==> src/rtl/sysTickPkg.sv <==
package sysTickPkg;
  localparam int DATA_W   = 32;
  localparam int ADDR_W   = 4;
  localparam int CNT_W    = 24;
  localparam int FLAG_BIT = 16;

  typedef struct packed {
    logic wrReload;
    logic clrCount;
    logic stepEn;
  } tickStrobe_t;
endpackage

==> src/rtl/sysTickData.sv <==
module sysTickData
  import sysTickPkg::*;
#(
  parameter int CW = CNT_W
) (
  input  logic          clk,
  input  logic          rstN,
  input  tickStrobe_t   strb,
  input  logic [CW-1:0] wdata,
  output logic [CW-1:0] count,
  output logic [CW-1:0] reloadVal,
  output logic          wrapEvt
);
  logic atZero;

  assign atZero  = (count == '0);
  assign wrapEvt = strb.stepEn && atZero && (reloadVal != '0) && !strb.clrCount;

  always_ff @(posedge clk) begin
    if (!rstN) begin
      count <= '0;
    end else if (strb.clrCount) begin
      count <= '0;
    end else if (strb.stepEn) begin
      if (atZero) count <= reloadVal;
      else        count <= count - 1'b1;
    end
  end

  always_ff @(posedge clk) begin
    if (!rstN)              reloadVal <= '0;
    else if (strb.wrReload) reloadVal <= wdata;
  end

  AST_FREEZE: assert property (@(posedge clk) disable iff (!rstN)
    (!strb.stepEn && !strb.clrCount) |=> $stable(count));
  AST_CLEAR_ZERO: assert property (@(posedge clk) disable iff (!rstN)
    strb.clrCount |=> (count == '0));
  AST_DECREMENT: assert property (@(posedge clk) disable iff (!rstN)
    (strb.stepEn && !atZero && !strb.clrCount) |=> (count == $past(count) - 1'b1));
  AST_WRAP_LOAD: assert property (@(posedge clk) disable iff (!rstN)
    wrapEvt |=> (count == $past(reloadVal)));
  AST_ZERO_HOLD: assert property (@(posedge clk) disable iff (!rstN)
    (reloadVal == '0 && atZero && !strb.wrReload) |=> (count == '0));
endmodule

==> src/rtl/sysTickCtrl.sv <==
module sysTickCtrl
  import sysTickPkg::*;
#(
  parameter int DW = DATA_W,
  parameter int AW = ADDR_W,
  parameter int CW = CNT_W,
  parameter int FB = FLAG_BIT
) (
  input  logic          clk,
  input  logic          rstN,
  input  logic          refTick,
  input  logic          busValid,
  input  logic          busWrite,
  input  logic [AW-1:0] busAddr,
  input  logic [DW-1:0] busWdata,
  input  logic [CW-1:0] curCount,
  input  logic [CW-1:0] reloadVal,
  input  logic          wrapEvt,
  output tickStrobe_t   strb,
  output logic [DW-1:0] busRdata,
  output logic          tickIrq
);
  localparam logic [AW-1:0] OFF_CTRL = AW'(0);
  localparam logic [AW-1:0] OFF_RLD  = AW'(4);
  localparam logic [AW-1:0] OFF_CUR  = AW'(8);

  logic enable, intEn, clkSel, cntFlag;
  logic selCtrl, selRld, selCur;
  logic wrCtrl, rdCtrl, rdAny;
  logic [DW-1:0] ctrlWord, rdMux;

  assign selCtrl = (busAddr == OFF_CTRL);
  assign selRld  = (busAddr == OFF_RLD);
  assign selCur  = (busAddr == OFF_CUR);
  assign wrCtrl  = busValid && busWrite && selCtrl;
  assign rdCtrl  = busValid && !busWrite && selCtrl;
  assign rdAny   = busValid && !busWrite;

  assign strb.wrReload = busValid && busWrite && selRld;
  assign strb.clrCount = busValid && busWrite && selCur;
  assign strb.stepEn   = enable && (clkSel || refTick);

  always_ff @(posedge clk) begin
    if (!rstN) begin
      enable <= 1'b0;
      intEn  <= 1'b0;
      clkSel <= 1'b0;
    end else if (wrCtrl) begin
      enable <= busWdata[0];
      intEn  <= busWdata[1];
      clkSel <= busWdata[2];
    end
  end

  always_ff @(posedge clk) begin
    if (!rstN)               cntFlag <= 1'b0;
    else if (strb.clrCount)  cntFlag <= 1'b0;
    else if (wrapEvt)        cntFlag <= 1'b1;
    else if (rdCtrl)         cntFlag <= 1'b0;
  end

  always_ff @(posedge clk) begin
    if (!rstN) tickIrq <= 1'b0;
    else       tickIrq <= wrapEvt && intEn;
  end

  always_comb begin
    ctrlWord     = '0;
    ctrlWord[0]  = enable;
    ctrlWord[1]  = intEn;
    ctrlWord[2]  = clkSel;
    ctrlWord[FB] = cntFlag;
  end

  always_comb begin
    rdMux = '0;
    if (selCtrl)     rdMux = ctrlWord;
    else if (selRld) rdMux = DW'(reloadVal);
    else if (selCur) rdMux = DW'(curCount);
  end

  always_ff @(posedge clk) begin
    if (!rstN)      busRdata <= '0;
    else if (rdAny) busRdata <= rdMux;
  end

  AST_FLAG_ON_WRAP: assert property (@(posedge clk) disable iff (!rstN)
    wrapEvt |=> cntFlag);
  AST_IRQ_SINGLE: assert property (@(posedge clk) disable iff (!rstN)
    tickIrq |=> !tickIrq);
  AST_IRQ_WITH_FLAG: assert property (@(posedge clk) disable iff (!rstN)
    tickIrq |-> cntFlag);
  AST_READ_CLEARS: assert property (@(posedge clk) disable iff (!rstN)
    (rdCtrl && !wrapEvt) |=> !cntFlag);
  AST_CUR_WRITE_CLEARS: assert property (@(posedge clk) disable iff (!rstN)
    strb.clrCount |=> !cntFlag);
  AST_CTRL_WRITE_KEEPS_FLAG: assert property (@(posedge clk) disable iff (!rstN)
    (wrCtrl && cntFlag) |=> cntFlag);
endmodule

==> src/rtl/sysTickTimer.sv <==
module sysTickTimer
  import sysTickPkg::*;
#(
  parameter int DW = DATA_W,
  parameter int AW = ADDR_W,
  parameter int CW = CNT_W
) (
  input  logic          clk,
  input  logic          rstN,
  input  logic          refTick,
  input  logic          busValid,
  input  logic          busWrite,
  input  logic [AW-1:0] busAddr,
  input  logic [DW-1:0] busWdata,
  output logic [DW-1:0] busRdata,
  output logic          tickIrq
);
  tickStrobe_t   strb;
  logic [CW-1:0] curCount, reloadVal;
  logic          wrapEvt;

  sysTickCtrl #(.DW(DW), .AW(AW), .CW(CW), .FB(FLAG_BIT)) uCtrl (
    .clk(clk), .rstN(rstN), .refTick(refTick),
    .busValid(busValid), .busWrite(busWrite), .busAddr(busAddr), .busWdata(busWdata),
    .curCount(curCount), .reloadVal(reloadVal), .wrapEvt(wrapEvt),
    .strb(strb), .busRdata(busRdata), .tickIrq(tickIrq)
  );

  sysTickData #(.CW(CW)) uData (
    .clk(clk), .rstN(rstN), .strb(strb), .wdata(busWdata[CW-1:0]),
    .count(curCount), .reloadVal(reloadVal), .wrapEvt(wrapEvt)
  );
endmodule

==> config.mk <==
export PLATFORM = sky130hd
export DESIGN_NAME = sysTickTimer
export DESIGN_NICKNAME = d
export VERILOG_FILES = /design/src/rtl/sysTickPkg.sv /design/src/rtl/sysTickData.sv /design/src/rtl/sysTickCtrl.sv /design/src/rtl/sysTickTimer.sv
export SDC_FILE = /design/constraint.sdc
export NUM_CORES = 1
export LEC_CHECK = 0
export BUFFER_PORTS_ARGS = -buffer_cell sky130_fd_sc_hd__buf_2
export CORE_MARGIN = 4
export CORE_UTILIZATION = 40
export CTS_CLUSTER_SIZE = 14
export DETAILED_ROUTE_END_ITERATION = 8
export PLACE_DENSITY = 0.6
export SYNTH_ARGS = -nofsm -noshare
export SYNTH_HDL_FRONTEND = slang
export SYNTH_HIERARCHICAL = 1
export SYNTH_SLANG_ARGS = --single-unit
==> constraint.sdc <==
create_clock -name clk -period 6.1 [get_ports clk]
set_input_delay 0.305 -clock clk [delete_from_list [all_inputs] [get_ports clk]]
set_output_delay 0.305 -clock clk [all_outputs]
set_load 0.005 [all_outputs]
==> flow_summary.toml, run 1 <==
[sta]
unrepaired_setup_endpoints_after_global_routing = "false"
timing_hold_violations_final = 0
final.setup_skew_ns = 0.00491
finalSetupViolations = 0
finalWorstSetupSlack_ns = 3.12
timing_max_transition_violations_final = 0
min_period_over_period = 0.489
period_needed_ns = 2.98
tightestPinTransition_ns = 0.958
hold_ws_ns = 0.210
timing.slew.headroom = 0.361
tns_ns = 0
top_achievable_clock_speed_ghz = 0.335

[worst_setup_path]
crit_fanout = 17
critical_path.reg2reg.startpoint = "uData/count[8]$_SDFFE_PP0P_"
setup.worst_path.start = "uData/count[8]$_SDFFE_PP0P_"
r2r_end = "uData/count[10]$_SDFFE_PP0P_"
crit_path_end = "uData/count[10]$_SDFFE_PP0P_"
arrival_ns = 3.23
worstSetupPathType = "reg2reg"
crit_path_end_kind = "flop"
crit_path_start_kind = "flop"
critPathRequiredTime_ns = 6.35
reg2reg_slack_ns = 3.12
worstRegToRegCells = 5

[global_routing]
grtUsageTotal = 0.193
grt_remaining_overflow = 0
wire_length_of_the_first_global_routing_pass_mm = 19.5
grt_antenna_before_repair = 0
grt_pass1_vias = 3695
largest_net_degree_at_the_start_of_global_routing = 54

[power_and_ir_drop]
report.power.total_w = 0.00105
p_leak_nw = 1.85
switching_share = 0.267
power_frac_clock = 0.376
power.combinational.fraction = 0.136
net_switching_component_of_the_power_w = 0.000281
power_per_cell_area_mw_per_mm2 = 221
power.ir.vdd_worst_mv = 0.0791
sequentialPowerShare = 0.488
power.internal_w = 0.000769

[yosys]
synth_top_family_by_area = "simple AND/OR/NAND/NOR gates"
yosys.area.top_type_share = 0.359
edff_count_synth = 0
synth_xor_area_frac = 0.00204
ys_seq_elements = 77
synthesis.yosys.warnings = 6
synthMuxAreaShare = 0.0746
synth-main-ff-cell = "sky130_fd_sc_hd__dfxtp_1"
post-synth-top-area-cell = "sky130_fd_sc_hd__dfxtp_1"
synth.area.top_cells = "sky130_fd_sc_hd__dfxtp_1 36%, sky130_fd_sc_hd__and3b_1 9.8%, sky130_fd_sc_hd__mux2i_1 7.5%"
syn_area_mm2 = 0.00429
synthCells = 488
yosys.area_share.simple = 0.302
share_of_the_synthesized_area_in_compound_gates_ao_oa_aoi_oai = 0.190
synth.yosys.seq_area_share = 0.359
async_flop_share = 0
synthAdderAreaFrac = 0.00583
netlist-cell-type-count = 60
synth_area_per_cell_um2 = 8.80

[clocking]
cts_setup_buffers = 0
worst_case_clock_buffer_depth = 2
cts-buffers-inserted = 9
clock_latency_ns = 0.35
ctsHoldBuffers = 0
cts_tree = "done"
clkSlewWorstSetupHoldPaths_ns = 0.07
htreeDepth = 3
cts_root_buf = "sky130_fd_sc_hd__clkbuf_8"
postCtsResizedCells = 0
tritoncts_sinks = 77

[cells_and_area]
mostFrequentLayoutCells = "77 x sky130_fd_sc_hd__dfxtp_1, 57 x sky130_fd_sc_hd__buf_2, 48 x sky130_fd_sc_hd__and3b_1, 43 x sky130_fd_sc_hd__a21oi_1, 35 x sky130_fd_sc_hd__nand2_1"
fill_cells = 1046
finalInstanceArea_mm2 = 0.00476
syn2layout_area_growth_pct = 10.8
layout.nets = 564
commonest_non_fill_non_tap_cell_in_the_layout = "sky130_fd_sc_hd__dfxtp_1"
post_route_cells_drive_above_1_share = 0.183
num_antenna_cells = 0

[floorplan]
floorplan.core_area_mm2 = 0.0104
die_width_um = 112
die_area_mm2 = 0.0125
die_y_um = 112
initial_core_util = 0.414
boundary_pins = 74
placement_rows = 37

[placed_design]
gp_congestion = 0.887
dp_worst_setup_slack_ns = 3.19
postPlaceCellArea_mm2 = 0.00456
dp.final_hpwl_mm = 8.45
numPortBuffers = 57

[route]
wire_per_inst_um = 18.3
vias = 3863
dr.first_iter.drc_count = 388
ant_nets = 0
first_pass_iters = 5
viasPerCell = 5.84
final_routed_drc_violation_total = 0
finalWirelength_mm = 12.1

[outcome]
status = "complete, no violations"

[job]
drv.max_cap_violation_count = 0

[worst_hold_path]
min-delay-path-class = "in2reg"
## through the flow
step,instances,util
3_5_place_dp,646,0.439
5_1_grt,661,0.459
6_report,661,0.459
2_1_floorplan,495,-
3_3_place_gp,646,0.439
4_1_cts,661,0.459
## critical path, cell delays in order (launching register included)
cell,delay (ns)
sky130_fd_sc_hd__dfxtp_1,0.38
sky130_fd_sc_hd__or4_1,0.70
sky130_fd_sc_hd__nor4_4,0.54
sky130_fd_sc_hd__nand2_1,0.60
sky130_fd_sc_hd__or3_1,0.50
sky130_fd_sc_hd__and3_1,0.16
## Yosys cell counts, types with 3 or more instances
cell type / instances
sky130_fd_sc_hd__or4_1: 4
sky130_fd_sc_hd__nor2_1: 12
sky130_fd_sc_hd__nor4_1: 13
sky130_fd_sc_hd__nand3_1: 12
sky130_fd_sc_hd__o211ai_1: 21
sky130_fd_sc_hd__nand2_1: 35
sky130_fd_sc_hd__clkbuf_1: 16
sky130_fd_sc_hd__o22ai_1: 5
sky130_fd_sc_hd__clkbuf_2: 3
sky130_fd_sc_hd__a31oi_1: 4
sky130_fd_sc_hd__or4_2: 3
sky130_fd_sc_hd__nand4_1: 4
sky130_fd_sc_hd__o21ai_0: 23
sky130_fd_sc_hd__a21oi_1: 43
sky130_fd_sc_hd__o31ai_1: 4
sky130_fd_sc_hd__and3b_1: 48
sky130_fd_sc_hd__buf_2: 9
sky130_fd_sc_hd__nor3_1: 7
sky130_fd_sc_hd__a211oi_1: 3
sky130_fd_sc_hd__nor2b_1: 29
sky130_fd_sc_hd__nand2b_1: 4
sky130_fd_sc_hd__buf_6: 3
sky130_fd_sc_hd__nor4_4: 3
sky130_fd_sc_hd__buf_1: 3
sky130_fd_sc_hd__o21ai_1: 4
sky130_fd_sc_hd__dfxtp_1: 77
sky130_fd_sc_hd__mux2i_1: 32
sky130_fd_sc_hd__inv_1: 8
sky130_fd_sc_hd__buf_4: 12
## worst min path at each step
stage / startpoint / end / slack [ns] / cells past startpoint
6_report: busWdata[4] / uData/reloadVal[4]$_SDFFE_PN0P_ / 0.21 / 3
5_1_grt: busWdata[13] / uData/reloadVal[13]$_SDFFE_PN0P_ / 0.22 / 3
4_1_cts: busWdata[4] / uData/reloadVal[4]$_SDFFE_PN0P_ / 0.19 / 3
3_5_place_dp: uCtrl/busRdata[7]$_SDFFE_PN0P_ / uCtrl/busRdata[7]$_SDFFE_PN0P_ / 0.45 / 2
3_3_place_gp: uCtrl/busRdata[6]$_SDFFE_PN0P_ / uCtrl/busRdata[6]$_SDFFE_PN0P_ / 0.44 / 2
2_1_floorplan: rstN / uData/reloadVal[0]$_SDFFE_PN0P_ / 0.43 / 1
## flip-flops by register name, summed over array words and instances, names as in the netlist
name and flops:
uCtrl/cntFlag 1, uCtrl/intEn 1, uCtrl/enable 1, uData/count 24
uCtrl/busRdata 24, uCtrl/clkSel 1, uData/reloadVal 24, uCtrl/tickIrq 1
## area by class of cell
cell class	instances	area, um^2	area share
sequential	77	1540	0.324
tap	136	170	0.0358
inverter	8	30.0	0.00631
clock buffer	12	155	0.0326
timing repair buffer	61	315	0.0663
multi-input combinational	364	2500	0.525
clock inverter	3	45.0	0.00947
## logic make-up (layout without fill, tap and decap cells)
kind of cell             count (synthesis)  count (layout)
AND/OR/NAND/NOR                        193             193
AO/OA/AOI/OAI                          128             128
flip-flops                              77              77
buffers and inverters                   54              84
multiplexers                            32              32
adder cells (fa/ha/maj)                  2               2
other                                    1               8
XOR/XNOR                                 1               1
## power groups by stage
stage	Combinational (W)	Clock, W	Sequential [W]
6_report	0.000143	0.000395	0.000512
5_1_grt	0.000154	0.000424	0.000513
4_1_cts	0.000140	0.000404	0.000512
3_5_place_dp	0.000139	0	0.000524
3_3_place_gp	0.000137	0	0.000524
2_1_floorplan	0.000109	0	0.000523
## layer usage
layer / wire [um] / GRT usage / part of all wire
met2: 5370 / 0.284 / 0.44
met3: 672 / 0.0413 / 0.056
met5: 0 / 0 / 0
met1: 5680 / 0.268 / 0.47
met4: 380 / 0.0957 / 0.031
Power figures use the tool's default switching activity.
==> run 2: changes to the inputs <==
PLACE_DENSITY = 0.62   (was 0.6)
clock period = 2.4 ns   (was 6.1 ns; I/O delays follow)
==> run 2 against run 1 <==
First-iteration DRC count fell by 21%. Combinational power increased to 3.0 times the previous value. Utilization grew 2.3 points. Fmax rose by 27%. Sequential cell count stayed put. Non-clock buffer count increased by 31. Wire length increased by 2.2%. Clock power increased by 130%.
==> flow_summary.toml, run 2 (same netlist as run 1, synthesis figures left out) <==
[cells_and_area]
num_antenna_cells = 0
commonest_non_fill_non_tap_cell_in_the_layout = "sky130_fd_sc_hd__dfxtp_1"
biggest_regs = "uCtrl/busRdata (24), uData/count (24), uData/reloadVal (24)"
syn2layout_area_growth_pct = 16.4
layout.nets = 595
post_route_cells_drive_above_1_share = 0.233
mostFrequentLayoutCells = "77 x sky130_fd_sc_hd__dfxtp_1, 57 x sky130_fd_sc_hd__buf_2, 48 x sky130_fd_sc_hd__and3b_1, 43 x sky130_fd_sc_hd__a21oi_1, 35 x sky130_fd_sc_hd__nand2_1"

[global_routing]
largest_net_degree_at_the_start_of_global_routing = 32
grt_pass1_vias = 3747
grtUsageTotal = 0.198
grt_antenna_before_repair = 0
grt_remaining_overflow = 0
wire_length_of_the_first_global_routing_pass_mm = 19.8

[job]
drv.max_cap_violation_count = 0

[power_and_ir_drop]
power_frac_clock = 0.341
report.power.total_w = 0.00262
power.combinational.fraction = 0.163
power.ir.vdd_worst_mv = 0.310
power_per_cell_area_mw_per_mm2 = 525
switching_share = 0.282
p_leak_nw = 2.02
sequentialPowerShare = 0.495
net_switching_component_of_the_power_w = 0.000741
power.internal_w = 0.00188

[worst_setup_path]
critPathRequiredTime_ns = 2.71
total_number_of_cells_along_the_worst_setup_path = 6
reg2reg_slack_ns = 0.06
arrival_ns = 2.66
critical_path_buf_inv_count = 1
crit_path_max_incr_delay_ns = 0.58
slowest_stage = "sky130_fd_sc_hd__or4_1"
crit_fanout = 4
worstSetupPathType = "reg2reg"
crit_path_end_kind = "flop"
worstRegToRegCells = 6
cp_top_family = "simple AND/OR/NAND/NOR gates"
crit_path_start_kind = "flop"
crit_path_cell_trace = "or4_1 -> buf_4 -> nor4_4 -> nand3_1 -> a311oi_1 -> o221a_2"

[floorplan]
floorplan.core_area_mm2 = 0.0104
die_area_mm2 = 0.0125
die_y_um = 112
boundary_pins = 74
die_width_um = 112
initial_core_util = 0.414
placement_rows = 37

[sta]
tns_ns = 0
tightestPinTransition_ns = 0.823
final.setup_skew_ns = 0.0114
timing_max_transition_violations_final = 0
period_needed_ns = 2.34
timing_hold_violations_final = 0
top_achievable_clock_speed_ghz = 0.427
timing.slew.headroom = 0.451
finalSetupViolations = 0
min_period_over_period = 0.977
finalWorstSetupSlack_ns = 0.0557

[route]
finalWirelength_mm = 12.4
final_routed_drc_violation_total = 0
dr.first_iter.drc_count = 306
viasPerCell = 5.70
ant_nets = 0
first_pass_iters = 5
vias = 3950
wire_per_inst_um = 17.9

[placed_design]
numPortBuffers = 57
dp_worst_setup_slack_ns = 0.0235
dp.final_hpwl_mm = 9.18
gp_congestion = 0.939

[clocking]
tritoncts_sinks = 77
clock_latency_ns = 0.36
cts_root_buf = "sky130_fd_sc_hd__clkbuf_8"
cts-buffers-inserted = 9
cts_tree = "done"
worst_case_clock_buffer_depth = 2
clkSlewWorstSetupHoldPaths_ns = 0.09
ctsHoldBuffers = 0
htreeDepth = 3

[worst_hold_path]
min-delay-path-class = "in2reg"
hold-path-cell-count = 3

[outcome]
status = "complete, no violations"
## run 2: final cells by class
type | count | area (um^2)
Inverter | 8 | 30.0
Clock buffer | 10 | 138
Clock inverter | 6 | 38.8
Sequential cell | 77 | 1540
Multi-Input combinational cell | 364 | 2510
Fill cell | 1027 | 5370
Tap cell | 136 | 170
Timing Repair Buffer | 92 | 573
## run 2: worst min-delay path, stage by stage
cell                      delay, ns
sky130_fd_sc_hd__buf_2         0.08
sky130_fd_sc_hd__mux2i_1       0.05
sky130_fd_sc_hd__nor2b_1       0.09
## run 2: path summary, 6_finish.rpt
path	end	startpoint
max	uCtrl/cntFlag$_SDFFE_PP0P_	uData/count[8]$_SDFFE_PP0P_
min reg2reg	uCtrl/busRdata[20]$_SDFFE_PN0P_	uCtrl/busRdata[20]$_SDFFE_PN0P_
max reg2reg	uCtrl/cntFlag$_SDFFE_PP0P_	uData/count[8]$_SDFFE_PP0P_
min	uData/reloadVal[11]$_SDFFE_PN0P_	busWdata[11]
## run 2: layer usage
| layer | vias up | track usage | part of all wire |
|---|---|---|---|
| met5 | - | 0 | 0 |
| met4 | 0 | 0.0795 | 0.024 |
| met3 | 24 | 0.0402 | 0.062 |
| met2 | 142 | 0.304 | 0.45 |
| met1 | 1848 | 0.273 | 0.47 |
| li1 | 1936 | - | - |
## run 2: stage by stage
step,area [um^2],util,hold WS [ns],cells
after global routing,5000,0.482,0.0147,693
final,5000,0.482,0.0120,693
after global placement,4790,0.462,0.376,676
after floorplan,4320,-,0.248,495
after CTS,4970,0.479,0.00457,692
after detailed placement,4790,0.462,0.387,676
## run 2: power by group through the flow
stage / Combinational (W) / Clock [W] / Sequential (W)
2_1_floorplan: 0.000277 / 0 / 0.00133
3_5_place_dp: 0.000394 / 0 / 0.00133
3_3_place_gp: 0.000390 / 0 / 0.00133
6_report: 0.000428 / 0.000896 / 0.00130
4_1_cts: 0.000396 / 0.000913 / 0.00130
5_1_grt: 0.000462 / 0.000961 / 0.00130
## run 2: repair_timing
action                     CTS  global route
buffers inserted             0             1
gates resized for setup      0             2
setup endpoints to repair    0             6
==> run 3: changes to the inputs <==
ABC_AREA = 1   (was default)
==> run 3 against run 2 <==
Cell count grew 27%. Register-to-register slack improved by 0.50 ns. Clock power grew 6.4%. Setup slack gained 0.50 ns. Total power shrank 6.7%. Die area increased by 3.7%. Global-route usage down 0.083 points. First-iteration DRC count is 8.5% lower. Synthesized cell count is 39% higher. Largest cell class unchanged. Area after synthesis up 4.0%. Highest routed layer unchanged.
==> flow_summary.toml, run 3 <==
[cells_and_area]
fill_cells = 1158
post_route_cells_drive_above_1_share = 0.182
mostFrequentLayoutCells = "161 x sky130_fd_sc_hd__nand2_1, 99 x sky130_fd_sc_hd__nor2_1, 77 x sky130_fd_sc_hd__dfxtp_1, 74 x sky130_fd_sc_hd__nand3_1"
commonest_non_fill_non_tap_cell_in_the_layout = "sky130_fd_sc_hd__nand2_1"
biggest_regs = "uCtrl/busRdata (24), uData/count (24), uData/reloadVal (24)"
syn2layout_area_growth_pct = 14.7
num_antenna_cells = 0
layout.nets = 781

[route]
finalWirelength_mm = 12.7
final_routed_drc_violation_total = 0
dr.first_iter.drc_count = 280
ant_nets = 0
wire_per_inst_um = 14.4
first_pass_iters = 5
viasPerCell = 5.10
vias = 4506

[clocking]
cts_root_buf = "sky130_fd_sc_hd__clkbuf_8"
ctsHoldBuffers = 14
cts_setup_buffers = 0
postCtsResizedCells = 0
tritoncts_sinks = 77
worst_case_clock_buffer_depth = 2
clock_latency_ns = 0.36
htreeDepth = 3
cts_tree = "done"
cts-buffers-inserted = 9
clkSlewWorstSetupHoldPaths_ns = 0.08

[yosys]
post-synth-top-area-cell = "sky130_fd_sc_hd__dfxtp_1"
edff_count_synth = 0
async_flop_share = 0
synthesis.yosys.warnings = 6
yosys.area.top_type_share = 0.345
synth.yosys.seq_area_share = 0.345
synthMostInstantiatedCell = "sky130_fd_sc_hd__nand2_1"
syn_area_mm2 = 0.00447
ys_seq_elements = 77
synth_area_per_cell_um2 = 6.61
synthCells = 676
synth-main-ff-cell = "sky130_fd_sc_hd__dfxtp_1"
netlist-cell-type-count = 37
synth.cells.most_frequent = "161 x sky130_fd_sc_hd__nand2_1, 99 x sky130_fd_sc_hd__nor2_1, 77 x sky130_fd_sc_hd__dfxtp_1"
synth.area.top_cells = "sky130_fd_sc_hd__dfxtp_1 35%, sky130_fd_sc_hd__nand2_1 14%, sky130_fd_sc_hd__nor2_1 8.3%"

[worst_setup_path]
critical_path.reg2reg.startpoint = "uData/count[14]$_SDFFE_PP0P_"
worstSetupPathType = "reg2reg"
critPathRequiredTime_ns = 2.69
arrival_ns = 2.14
crit_path_start_kind = "flop"
crit_fanout = 10
crit_path_end_kind = "flop"
r2r_end = "uCtrl/cntFlag$_SDFFE_PP0P_"
worstRegToRegCells = 9
reg2reg_slack_ns = 0.55

[power_and_ir_drop]
sequentialPowerShare = 0.528
power.internal_w = 0.00179
p_leak_nw = 2.32
power.ir.vdd_worst_mv = 0.259
net_switching_component_of_the_power_w = 0.000656
power_frac_clock = 0.389
switching_share = 0.268
power_per_cell_area_mw_per_mm2 = 478
power.combinational.fraction = 0.083

[floorplan]
floorplan.core_area_mm2 = 0.0109
placement_rows = 38
boundary_pins = 74
die_width_um = 114
die_area_mm2 = 0.0129
initial_core_util = 0.410
die_y_um = 114

[sta]
unrepaired_setup_endpoints_after_global_routing = "false"
top_achievable_clock_speed_ghz = 0.541
finalSetupViolations = 0
min_period_over_period = 0.770
finalWorstSetupSlack_ns = 0.552
timing_hold_violations_final = 0
final.setup_skew_ns = 0.0121
tightestPinTransition_ns = 1.07
hold_ws_ns = 0.0252
period_needed_ns = 1.85
timing.slew.headroom = 0.289
timing_max_transition_violations_final = 0
tns_ns = 0

[global_routing]
grt_remaining_overflow = 0
wire_length_of_the_first_global_routing_pass_mm = 20.5
grt_pass1_vias = 4194
largest_net_degree_at_the_start_of_global_routing = 53
grt_antenna_before_repair = 0
grtUsageTotal = 0.197

[worst_hold_path]
min-delay-path-class = "in2reg"
min_delay_src = "busWdata[2]"
hold-path-cell-count = 3
whs_endpoint = "uData/reloadVal[2]$_SDFFE_PN0P_"

[placed_design]
dp.final_hpwl_mm = 9.15
numPortBuffers = 57
dp_worst_setup_slack_ns = 0.563
gp_congestion = 0.916

[job]
drv.max_cap_violation_count = 0

[outcome]
status = "complete, no violations"
==> run 3: changes by cell type in the layout (fill, tap and decap cells not counted), moves of 19 or more <==
| cell | change |
|---|---|
| sky130_fd_sc_hd__mux2i_1 | -32 |
| sky130_fd_sc_hd__buf_4 | -20 |
| sky130_fd_sc_hd__nand2_1 | +126 |
| sky130_fd_sc_hd__o211ai_1 | -19 |
| sky130_fd_sc_hd__nor2b_1 | -29 |
| sky130_fd_sc_hd__inv_1 | +36 |
| sky130_fd_sc_hd__nand3_1 | +62 |
| sky130_fd_sc_hd__and3b_1 | -48 |
| sky130_fd_sc_hd__nor2_1 | +87 |
==> run 3: power groups by stage <==
| stage | Combinational (W) | Sequential [W] | Clock, W |
|---|---|---|---|
| 2_1_floorplan | 0.000136 | 0.00132 | 0 |
| 3_3_place_gp | 0.000182 | 0.00132 | 0 |
| 3_5_place_dp | 0.000183 | 0.00132 | 0 |
| 4_1_cts | 0.000201 | 0.00129 | 0.000985 |
| 5_1_grt | 0.000225 | 0.00129 | 0.00102 |
| 6_report | 0.000204 | 0.00129 | 0.000953 |
==> run 3: metrics by stage <==
stage / cell area (um^2) / util / total power (W) / cells
floorplan: 4490 / - / 0.00145 / 683
global placement: 4790 / 0.440 / 0.00150 / 853
detailed placement: 4790 / 0.440 / 0.00151 / 853
CTS: 5120 / 0.470 / 0.00248 / 883
global route: 5120 / 0.470 / 0.00254 / 883
finish: 5120 / 0.470 / 0.00245 / 883
==> run 3: cell families after synthesis <==
| logic type | Yosys count | share of synthesized area |
|---|---|---|
| other | 1 | 0.000840 |
| xor gates and xnor gates | 4 | 0.00785 |
| AOI/OAI and AO/OA | 97 | 0.117 |
| and+or+nand+nor | 404 | 0.419 |
| adders and majority gates | 2 | 0.00560 |
| DFF | 77 | 0.345 |
| buffers and inverters | 91 | 0.104 |
==> run 3: final cells by class <==
| type | instances | area, um^2 | share of cell area |
|---|---|---|---|
| Timing Repair Buffer | 85 | 543 | 0.106 |
| Clock inverter | 4 | 31.3 | 0.00611 |
| Inverter | 50 | 188 | 0.0367 |
| Tap cell | 140 | 175 | 0.0342 |
| Multi-Input combinational cell | 515 | 2490 | 0.486 |
| Sequential cell | 77 | 1540 | 0.301 |
| Clock buffer | 12 | 155 | 0.0303 |
==> run 3: worst max-delay path by stage <==
| stage | startpoint | to | slack (ns) | depth (start not counted) |
|---|---|---|---|---|
| floorplan | uCtrl/clkSel$_SDFFE_PN0P_ | uCtrl/cntFlag$_SDFFE_PP0P_ | 0.81 | 8 |
| global placement | busAddr[1] | uData/count[0]$_SDFFE_PP0P_ | 0.59 | 11 |
| detailed placement | busAddr[1] | uData/count[0]$_SDFFE_PP0P_ | 0.56 | 11 |
| CTS | uData/count[14]$_SDFFE_PP0P_ | uCtrl/cntFlag$_SDFFE_PP0P_ | 0.57 | 9 |
| global route | uData/count[14]$_SDFFE_PP0P_ | uCtrl/cntFlag$_SDFFE_PP0P_ | 0.40 | 9 |
| finish | uData/count[14]$_SDFFE_PP0P_ | uCtrl/cntFlag$_SDFFE_PP0P_ | 0.55 | 9 |
==> run 3: per-layer routing <==
metal	routed length (um)	track usage	vias to the layer above
met3	723	0.0334	20
met1	5860	0.273	2035
met4	253	0.0697	0
met5	0	0	-
met2	5840	0.310	141
li1	-	-	2310
==> run 3: worst max-delay path: stages, from the launching register on <==
cell	delay (ns)
sky130_fd_sc_hd__dfxtp_1	0.39
sky130_fd_sc_hd__nor2_2	0.17
sky130_fd_sc_hd__nand2_1	0.12
sky130_fd_sc_hd__nor2_4	0.14
sky130_fd_sc_hd__buf_4	0.18
sky130_fd_sc_hd__nand4_1	0.24
sky130_fd_sc_hd__nor3_1	0.21
sky130_fd_sc_hd__o21a_1	0.17
sky130_fd_sc_hd__a21oi_1	0.04
sky130_fd_sc_hd__nor3_1	0.12
